### src/rtl/sspi_pkg.sv
package sspi_pkg;

    localparam int CTRL_W    = 8;
    localparam int BASE_HALF = 2;   // half-period of the fastest prescaler setting

    typedef enum logic [1:0] {
        ROLE_IDLE   = 2'd0,
        ROLE_MASTER = 2'd1,
        ROLE_SLAVE  = 2'd2
    } role_e;

    typedef enum logic [1:0] {
        CLK_DIV4  = 2'd0,
        CLK_DIV16 = 2'd1,
        CLK_DIV64 = 2'd2,
        CLK_TMR   = 2'd3
    } mclk_e;

    typedef struct packed {
        logic       ovf;
        logic       wcol;
        logic [3:0] mode;
        logic       pol;
        logic       en;
    } ctrl_t;

    localparam logic [3:0] MODE_SLV_SS   = 4'b0100;
    localparam logic [3:0] MODE_SLV_FREE = 4'b0101;

    function automatic role_e role_of(input logic [3:0] m);
        if (m[3:2] == 2'b00)                          return ROLE_MASTER;
        else if (m == MODE_SLV_SS || m == MODE_SLV_FREE) return ROLE_SLAVE;
        else                                          return ROLE_IDLE;
    endfunction

    function automatic mclk_e mclk_of(input logic [3:0] m);
        return mclk_e'(m[1:0]);
    endfunction

    // half-period in system clocks: 2, 8, 32 for the three prescaler codes
    function automatic int half_clocks(input mclk_e s);
        return BASE_HALF << (2 * int'(s));
    endfunction

endpackage

### src/rtl/sspi_pinsync.sv
module sspi_pinsync #(
    parameter int          W       = 3,
    parameter int          STAGES  = 2,
    parameter logic [W-1:0] RST_VAL = '0
) (
    input  logic         clk,
    input  logic         rst,
    input  logic [W-1:0] pins,
    output logic [W-1:0] synced
);
    logic [W-1:0] stage [STAGES];

    generate
        for (genvar g = 0; g < STAGES; g++) begin : g_stage
            if (g == 0) begin : g_first
                always_ff @(posedge clk) begin
                    if (rst) stage[0] <= RST_VAL;
                    else     stage[0] <= pins;
                end
            end else begin : g_rest
                always_ff @(posedge clk) begin
                    if (rst) stage[g] <= RST_VAL;
                    else     stage[g] <= stage[g-1];
                end
            end
        end
    endgenerate

    assign synced = stage[STAGES-1];
endmodule

### src/rtl/sspi_clkgen.sv
module sspi_clkgen
    import sspi_pkg::*;
#(
    parameter int CW = 6
) (
    input  logic  clk,
    input  logic  rst,
    input  logic  run,
    input  mclk_e sel,
    input  logic  tmr_tick,
    output logic  half_tick
);
    logic [CW-1:0] cnt;
    logic [CW-1:0] last;

    assign last = CW'(half_clocks(sel) - 1);

    always_ff @(posedge clk) begin
        if (rst || !run || sel == CLK_TMR) cnt <= '0;
        else if (cnt == last)              cnt <= '0;
        else                               cnt <= cnt + 1'b1;
    end

    always_comb begin
        if (!run)                half_tick = 1'b0;
        else if (sel == CLK_TMR) half_tick = tmr_tick;
        else                     half_tick = (cnt == last);
    end
endmodule

### src/rtl/sspi_shifter.sv
module sspi_shifter #(
    parameter int DW = 8,
    localparam int BW = $clog2(DW)
) (
    input  logic          clk,
    input  logic          rst,
    input  logic          clear,
    input  logic          load,
    input  logic [DW-1:0] ld_data,
    input  logic          lead,
    input  logic          trail,
    input  logic          sdi_bit,
    output logic          tx_bit,
    output logic [DW-1:0] rx_data,
    output logic          done,
    output logic          in_prog
);
    logic [DW-1:0] shreg;
    logic          samp;
    logic [BW-1:0] cnt;
    logic          last_bit;

    assign last_bit = (cnt == BW'(DW - 1));

    always_ff @(posedge clk) begin
        if (rst) begin
            shreg <= '0;
            samp  <= 1'b0;
            cnt   <= '0;
        end else if (clear) begin
            cnt   <= '0;
        end else if (load) begin
            shreg <= ld_data;
            cnt   <= '0;
        end else begin
            if (lead)  samp <= sdi_bit;
            if (trail) begin
                shreg <= {shreg[DW-2:0], samp};
                cnt   <= last_bit ? '0 : cnt + 1'b1;
            end
        end
    end

    assign tx_bit  = shreg[DW-1];
    assign rx_data = {shreg[DW-2:0], samp};
    assign done    = trail && last_bit && !clear && !load;
    assign in_prog = (cnt != '0);
endmodule

### src/rtl/sspi_port.sv
module sspi_port
    import sspi_pkg::*;
#(
    parameter int DW     = 8,
    parameter int STAGES = 2,
    localparam int DIV_W = $clog2(BASE_HALF << 4) + 1
) (
    input  logic              clk,
    input  logic              rst,
    input  logic              ctrl_we,
    input  logic [CTRL_W-1:0] ctrl_wdata,
    output logic [CTRL_W-1:0] ctrl_rdata,
    input  logic              buf_we,
    input  logic [DW-1:0]     buf_wdata,
    input  logic              buf_re,
    output logic [DW-1:0]     buf_rdata,
    output logic              buf_full,
    input  logic              tmr_tick,
    input  logic              sck_in,
    output logic              sck_out,
    output logic              sck_oe,
    input  logic              sdi,
    output logic              sdo_out,
    output logic              sdo_oe,
    input  logic              ss_n
);
    ctrl_t         ctrl_q;
    role_e         role;
    logic          is_master, is_slave, gated, ss_block, slave_live;
    logic [2:0]    pins_s;
    logic          sck_s, sdi_s, ss_s, sck_d;
    logic          pin_rise, pin_fall, pin_lead, pin_trail;
    logic          half_tick, m_busy, m_phase, m_lead, m_trail, m_start;
    logic          eng_lead, eng_trail, eng_sdi, eng_load, eng_clear;
    logic          tx_bit, eng_done, in_prog, s_load, wcol_set;
    logic [DW-1:0] rx_data, buf_q;
    logic          full_q;

    assign role      = role_of(ctrl_q.mode);
    assign is_master = ctrl_q.en && role == ROLE_MASTER;
    assign is_slave  = ctrl_q.en && role == ROLE_SLAVE;
    assign gated     = ctrl_q.mode == MODE_SLV_SS;

    // slave-side pin synchronizer: {ss_n, sdi, sck}
    sspi_pinsync #(.W(3), .STAGES(STAGES), .RST_VAL(3'b100)) u_sync (
        .clk    (clk),
        .rst    (rst),
        .pins   ({ss_n, sdi, sck_in}),
        .synced (pins_s)
    );
    assign {ss_s, sdi_s, sck_s} = pins_s;

    always_ff @(posedge clk) begin
        if (rst) sck_d <= 1'b0;
        else     sck_d <= sck_s;
    end

    assign pin_rise   = sck_s && !sck_d;
    assign pin_fall   = !sck_s && sck_d;
    assign pin_lead   = ctrl_q.pol ? pin_fall : pin_rise;
    assign pin_trail  = ctrl_q.pol ? pin_rise : pin_fall;
    assign ss_block   = gated && ss_s;
    assign slave_live = is_slave && !ss_block;

    // master clock generation
    sspi_clkgen #(.CW(DIV_W)) u_clk (
        .clk       (clk),
        .rst       (rst),
        .run       (m_busy),
        .sel       (mclk_of(ctrl_q.mode)),
        .tmr_tick  (tmr_tick),
        .half_tick (half_tick)
    );
    assign m_lead  = half_tick && !m_phase;
    assign m_trail = half_tick && m_phase;
    assign m_start = buf_we && is_master && !m_busy;

    always_ff @(posedge clk) begin
        if (rst || !is_master) begin
            m_busy  <= 1'b0;
            m_phase <= 1'b0;
        end else if (m_start) begin
            m_busy  <= 1'b1;
            m_phase <= 1'b0;
        end else if (m_busy) begin
            if (m_lead)   m_phase <= 1'b1;
            if (m_trail)  m_phase <= 1'b0;
            if (eng_done) m_busy  <= 1'b0;
        end
    end

    // shared shift engine
    assign s_load    = buf_we && is_slave && !in_prog;
    assign eng_load  = m_start || s_load;
    assign eng_clear = !ctrl_q.en || role == ROLE_IDLE || (is_slave && ss_block);
    assign eng_lead  = is_master ? m_lead  : (slave_live && pin_lead);
    assign eng_trail = is_master ? m_trail : (slave_live && pin_trail);
    assign eng_sdi   = is_master ? sdi : sdi_s;
    assign wcol_set  = buf_we && ((is_master && m_busy) || (is_slave && in_prog));

    sspi_shifter #(.DW(DW)) u_shift (
        .clk     (clk),
        .rst     (rst),
        .clear   (eng_clear),
        .load    (eng_load),
        .ld_data (buf_wdata),
        .lead    (eng_lead),
        .trail   (eng_trail),
        .sdi_bit (eng_sdi),
        .tx_bit  (tx_bit),
        .rx_data (rx_data),
        .done    (eng_done),
        .in_prog (in_prog)
    );

    // control register, buffer and sticky flags
    always_ff @(posedge clk) begin
        if (rst) begin
            ctrl_q <= '0;
            buf_q  <= '0;
            full_q <= 1'b0;
        end else begin
            if (ctrl_we)  ctrl_q      <= ctrl_t'(ctrl_wdata);
            if (wcol_set) ctrl_q.wcol <= 1'b1;
            if (buf_re)   full_q      <= 1'b0;
            if (eng_done) begin
                if (is_slave && full_q) begin
                    ctrl_q.ovf <= 1'b1;
                end else begin
                    buf_q  <= rx_data;
                    full_q <= 1'b1;
                end
            end
        end
    end

    assign ctrl_rdata = ctrl_q;
    assign buf_rdata  = buf_q;
    assign buf_full   = full_q;

    // pin drive
    assign sck_oe  = is_master;
    assign sck_out = ctrl_q.pol ^ (is_master && m_phase);
    assign sdo_oe  = ctrl_q.en && (role == ROLE_MASTER || role == ROLE_IDLE || slave_live);
    assign sdo_out = (is_master || slave_live) ? tx_bit : 1'b0;
endmodule

### config.mk
export PLATFORM = sky130hd
export DESIGN_NAME = sspi_port
export DESIGN_NICKNAME = d
export VERILOG_FILES = /design/src/rtl/sspi_pkg.sv /design/src/rtl/sspi_pinsync.sv /design/src/rtl/sspi_clkgen.sv /design/src/rtl/sspi_shifter.sv /design/src/rtl/sspi_port.sv
export SDC_FILE = /design/constraint.sdc
export NUM_CORES = 1
export LEC_CHECK = 0
export BUFFER_PORTS_ARGS = -buffer_cell sky130_fd_sc_hd__buf_2
export CAP_MARGIN = 10
export CORE_UTILIZATION = 49
export DETAILED_ROUTE_END_ITERATION = 8
export PLACE_DENSITY = 0.76
export SLEW_MARGIN = 20
export SYNTH_ARGS = -nofsm -noshare
export SYNTH_HDL_FRONTEND = slang
export SYNTH_SLANG_ARGS = --single-unit
### constraint.sdc
create_clock -name clk -period 2.38 [get_ports clk]
set_input_delay 0 -clock clk [delete_from_list [all_inputs] [get_ports clk]]
set_output_delay 0 -clock clk [all_outputs]
set_load 0.01 [all_outputs]
== Word level (Yosys, flattened, before mapping) ==
Memories as Yosys holds them, arrays and structs flattened.
Cells that the tools add are included.
Storage, ports and cells
  register bits after elaboration: 38
  bits in writable memories: 6
  input bits: 25
  output and inout bits: 21
  logic and storage cells: 120
  memories kept: 1
Operators by class
  add/subtract/negate cells: 3
  equality and inequality tests: 7
  shift-type cells: 1
  mux-type cells: 30
  bitwise gates (word level): 6
  reduce and logical (&&, ||, !) cells: 58
Memories
  u_sync.stage: words 2, bits a word 3, rd ports 2, clocked after Yosys merged registers in 0, write ports 2, RTL line sspi_pinsync.sv:11  | logic [W-1:0] stage [STAGES];
Operators with widths (number)
  $logic_and 1x1->1: 24
  $mux 8: 3
  $mux 1: 22
  $logic_or 1x1->1: 11
  $logic_not 1->1: 10
  $mux 3: 3
  $eq 4x3->1 const B: 2
  $add 6x1->6 const B: 1
  $eq 6x6->1: 1
  $reduce_and 2->1: 3
  $reduce_bool 2->1: 3
  $shl 2x3->6 const A: 1
  $sub 6x2->6 const B: 1
  $eq 2x2->1 const B: 2
  $logic_not 2->1: 2
  $mux 2: 2
  $reduce_or 2->1: 2
  $add 3x1->3 const B: 1
  $eq 3x3->1 const B: 1
  $not 1->1: 3
  $reduce_and 3->1: 1
  $reduce_bool 3->1: 1
  $reduce_or 3->1: 1
  $eq 2x1->1 const B: 1
  2 further kinds: 3

== Longest topological paths before layout ==
  word-level depth: 15
  gate-level depth with buffers: 8
  gate-level depth less buffers: 7

== Hierarchy ==
Synthesis repeated with hierarchy kept, for this count alone.
Second synthesis, totals
  cell total of the unflattened synthesis: 244
  area, all modules: 2290.9 um^2
By module, submodules not included
  sspi_port: instances 1, cells an instance 132, area an instance 1119.8 um^2, sequential area each 400.4 um^2
  sspi_shifter: instances 1, cells an instance 63, area an instance 663.1 um^2, sequential area each 240.2 um^2
  sspi_clkgen: instances 1, cells an instance 37, area an instance 350.3 um^2, sequential area each 120.1 um^2
  sspi_pinsync: instances 1, cells an instance 12, area an instance 157.7 um^2, sequential area each 120.1 um^2

== Worst setup path after synthesis ==
OpenSTA, ideal clock, no wires.
  path kind: flip-flop to flip-flop
  from: reg ctrl_q (netlist bit ctrl_rdata[3])
  to: reg u_shift.shreg[0]
  library setup time: 0.121 ns
  data arrival time: 2.507 ns
  required time: 2.259 ns
  path slack: -0.248 ns
  stages on the path, launching flop included: 9
  cells stage by stage: dfxtp_1 -> clkbuf_1 -> or2_2 -> ha_1 -> xnor2_1 -> nor4b_4 -> nand4b_4 -> a31oi_4 -> mux2_2
On the way
  cells in the longest elaborated chain, start to end: 11
  elaborated cells between the ends (all ways): 34
Ends and longest elaborated chain
  start: declaration: RTL line sspi_port.sv:27  | ctrl_t ctrl_q;
  start signal: assignment: RTL line sspi_port.sv:123  | if (ctrl_we) ctrl_q <= ctrl_t'(ctrl_wdata);
  parallel branches: the longest is 11 deep, another holds $sub 6x2->6
  end signal: assignment: RTL line sspi_shifter.sv:33  | shreg <= ld_data;
  end signal: assignment: RTL line sspi_shifter.sv:38  | shreg <= {shreg[DW-2:0], samp};
  end: declaration: RTL line sspi_shifter.sv:18  | logic [DW-1:0] shreg;
Several ways; the timed one is not identified.
A chain may end at the register's enable or synchronous reset.

== Worst setup path in the final report ==
  from: reg ctrl_q (netlist bit ctrl_rdata[2])
  to: reg u_shift.shreg[6]
The elaborated chain is that of the path after synthesis.

==> run metrics <==
Net Switching 343.3 uW; vias in the first global route approximately 1800; net count of the finished layout 328; Avg Synthesized Cell Area 9.517 sq um; Clock Pin Slew Worst Setup and Hold Paths 0.08 ns; synthesis-to-finish area growth 27.91%; Leak Pwr approximately 1.2 nW; Post-synth ARST share 0%; final-layout worst hold slack -0.001533 ns; share of the synthesized netlist area taken by xor and xnor gates around 3.1%; clock sink count 44; insertion delay of the later-clocked pin in the worst-skew pair 0.29 ns; Detailed Place HPWL 3.245 mm; total I/O pin count 46; dominant combinational cell family by area after synthesis simple AND/OR/NAND/NOR gates; first-pass GRT wire length 8.004 mm; grt peak-use layer met2; final-layout fill cell count 364; number of H-tree levels 2; antenna diode count 0; fraction of the mapped netlist area in adder cells 2.786%; share of the core filled with cells 65.53%; vias per cell roughly 5.3; Finish-stage setup viols 0; gate count after technology mapping 236; Row Count 24; starting utilization of the core area 51.23%; family with the most delay on the worst path simple AND/OR/NAND/NOR gates; cell area after technology mapping 0.002246 sq mm; met2 track demand over resource in global routing 33.44%; sequential share of power 49.2%; start point of the worst min-delay path buf_we; launching element type of the critical path register; WS Path Type register to register; Total Routing Usage GR roughly a fifth; number of DRC markers in iteration 0 66; Critical Path AT 2.44 ns; Hold Path End ctrl_rdata[6]; startpoint of the most critical setup path ctrl_rdata[2]; number of max-cap violations 0; final count of hold timing violations 1; DRC violations left 0; final-report max-slew violation count 0; commonest non-fill, non-tap cells in the layout 45 x sky130_fd_sc_hd__buf_2, 42 x sky130_fd_sc_hd__dfxtp_1, 25 x sky130_fd_sc_hd__nor2b_1; time the worst path needs with I/O delays and setup 2.256 ns; number of enable flip-flop cells after synthesis 0; worst slew margin relative to its limit 49.31%; fraction of the cycle the final worst path needs roughly 95%; core footprint approximately 0.0044 sq mm; number of port buffers 45; met3 usage under 10%; Data required, critical path 2.57 ns; Critical Path End Type register; Final ANT Viol Nets 0; Pre-Repair DR Iteration Count 4; hold path cells 3; share of synthesized area occupied by flip-flops and latches between 30 and 40%; number of warning messages in the yosys log 0; CTS Root Cell sky130_fd_sc_hd__clkbuf_8; result of the run finished with violations; number of unique standard cell types used by synthesis 53; met1 track utilization from global routing 26.41%; power density of the placed cells 538.5 mW/mm^2; TritonCTS buffer count 5; unrepaired setup endpoints after global routing false; Int Power between 1 and 1.5 mW; cells traversed along the worst timing path or2_4 > ha_4 > xnor2_2 > nor4b_4 > nand4b_4 > a31oi_4 > buf_12 > mux2_4; simple-gate area share of the yosys netlist 26.18%; most common cell after layout, fill and taps aside sky130_fd_sc_hd__buf_2; pin count of the biggest net entering global routing 47; post-detailed-routing wire length 4.759 mm; Gate power share between 10% and 20%; maximum clock path buffer count 2; end of the worst register-to-register path u_shift.shreg[6]; CP max-delay cell sky130_fd_sc_hd__nor4b_4; fraction of final layout cells sized beyond drive strength 1 about a third; worst clock skew 0.002269 ns; number of antenna violations at the first check in global routing 0; cell count of the worst reg-to-reg path 8; failing checks hold timing; total congestion overflow 0; CP bufs+invs 1; Slew @ Worst Pin around 0.76 ns; global placement routability congestion just over 0.8; die area 0.004858 sq mm; Sw Ratio 22.19%; net count of the mapped netlist 266; Yosys reg bits 44; maximum net fanout on the critical path 8; CTS tree built; Primary FF master, synth sky130_fd_sc_hd__dfxtp_1; number of buffers inserted to repair setup after CTS 0; DR vias 1853; VDD IR-drop max 0.0003410 V; compound-cell area share of the yosys netlist a little over an eighth; portion of netlist area occupied by mux cells 12.42%; peak clock frequency supported by timing 0.4432 GHz; Routed WL per cell roughly 14 um; class of the tightest hold or removal check input pin to register; die boundary width approximately 70 um; Vert. Die Dim 69.70 um; FF-to-FF Start ctrl_rdata[2]; largest stage delay on the critical path 0.36 ns; reg-to-reg setup timing slack between 0.1 and 0.15 ns; Clock Power Share around two fifths
## power groups by stage
stage | Combinational [mW] | Clock [mW] | Sequential [mW]
after floorplan | 0.0993 | 0 | 0.781
after global placement | 0.147 | 0 | 0.778
after detailed placement | 0.149 | 0 | 0.779
after CTS | 0.164 | 0.629 | 0.761
after global routing | 0.183 | 0.654 | 0.764
final | 0.166 | 0.619 | 0.761
## cell usage after synthesis (all sizes together) (2+ instances only)
library cell	instances	area [sq um]
a31oi	2	27.53
inv	6	22.52
ha	5	62.56
a31o	2	17.52
and3	2	12.51
nor2	14	52.55
nand4b	2	32.53
dfxtp	44	880.8
clkbuf	6	22.52
mux2	15	168.9
xnor2	5	43.79
nor2b	26	170.2
nand3	8	40.04
xor2	3	26.28
or2	3	18.77
o21ai	9	56.31
nor4	2	27.53
a21oi	15	75.07
mux2i	11	110.1
buf	4	23.77
nand2b	8	52.55
nand2	23	86.33
## worst min-delay path, cell delays in order
cell and delay [ns]:
sky130_fd_sc_hd__buf_2 0.13, sky130_fd_sc_hd__nand2_1 0.07, sky130_fd_sc_hd__a21oi_1 0.05
## worst max-delay path by stage
stage	endpoint	cells past startpoint
finish	u_shift.shreg[6]	8
global placement	u_shift.shreg[0]	8
global route	buf_rdata[3]	7
detailed placement	buf_rdata[1]	7
floorplan	u_shift.shreg[0]	8
CTS	buf_rdata[4]	7
## per-layer routing
metal	part of all wire, %	wire length [um]
met5	0	0
met1	47	2256
met2	48	2274
met4	1.7	82
met3	3.0	145
## metrics by stage
step,worst slack [ns],area (sq um),cells,setup TNS [ns],power (mW)
3_3_place_gp,0.1367,2628,332,0,0.9256
2_1_floorplan,-0.1058,2313,236,-0.8463,0.8801
4_1_cts,0.09372,2861,350,0,1.554
6_report,0.1239,2873,350,0,1.547
5_1_grt,0.01627,2873,350,0,1.600
3_5_place_dp,0.1041,2628,332,0,0.9274
## timing repair
item                                   in CTS  in global routing
setup endpoints to repair                   0                  1
hold buffers                               11                  0
gates resized for setup                     0                  2
endpoints found under the hold margin      11                  0
## kinds of logic (layout without fill, tap and decap cells)
family / Yosys count / count (layout)
multiplexers: 26 / 26
AO/OA/AOI/OAI: 40 / 40
XOR/XNOR: 8 / 8
AND/OR/NAND/NOR: 97 / 97
flip-flops: 44 / 44
adder cells (fa/ha/maj): 5 / 5
buffers and inverters: 16 / 78
## registers in the layout, indices dropped and copies added, names as in the netlist
| signal | count |
|---|---|
| u_clk.cnt | 6 |
| ctrl_rdata | 8 |
| buf_full | 1 |
| u_shift.shreg | 8 |
| sck_d | 1 |
| u_shift.samp | 1 |
| m_phase | 1 |
| u_shift.cnt | 3 |
| m_busy | 1 |
| u_sync.stage | 6 |
| buf_rdata | 8 |
## final cells by class
| class | count | area, sq um | share of cell area [%] |
|---|---|---|---|
| multi-input combinational | 176 | 1360 | 47.34 |
| sequential | 44 | 885.9 | 30.84 |
| timing repair buffer | 65 | 415.4 | 14.46 |
| clock buffer | 6 | 93.84 | 3.267 |
| tap | 52 | 65.06 | 2.265 |
| clock inverter | 1 | 30.03 | 1.045 |
| inverter | 6 | 22.52 | 0.7840 |
Note: power is estimated with default switching activity, not from simulation.
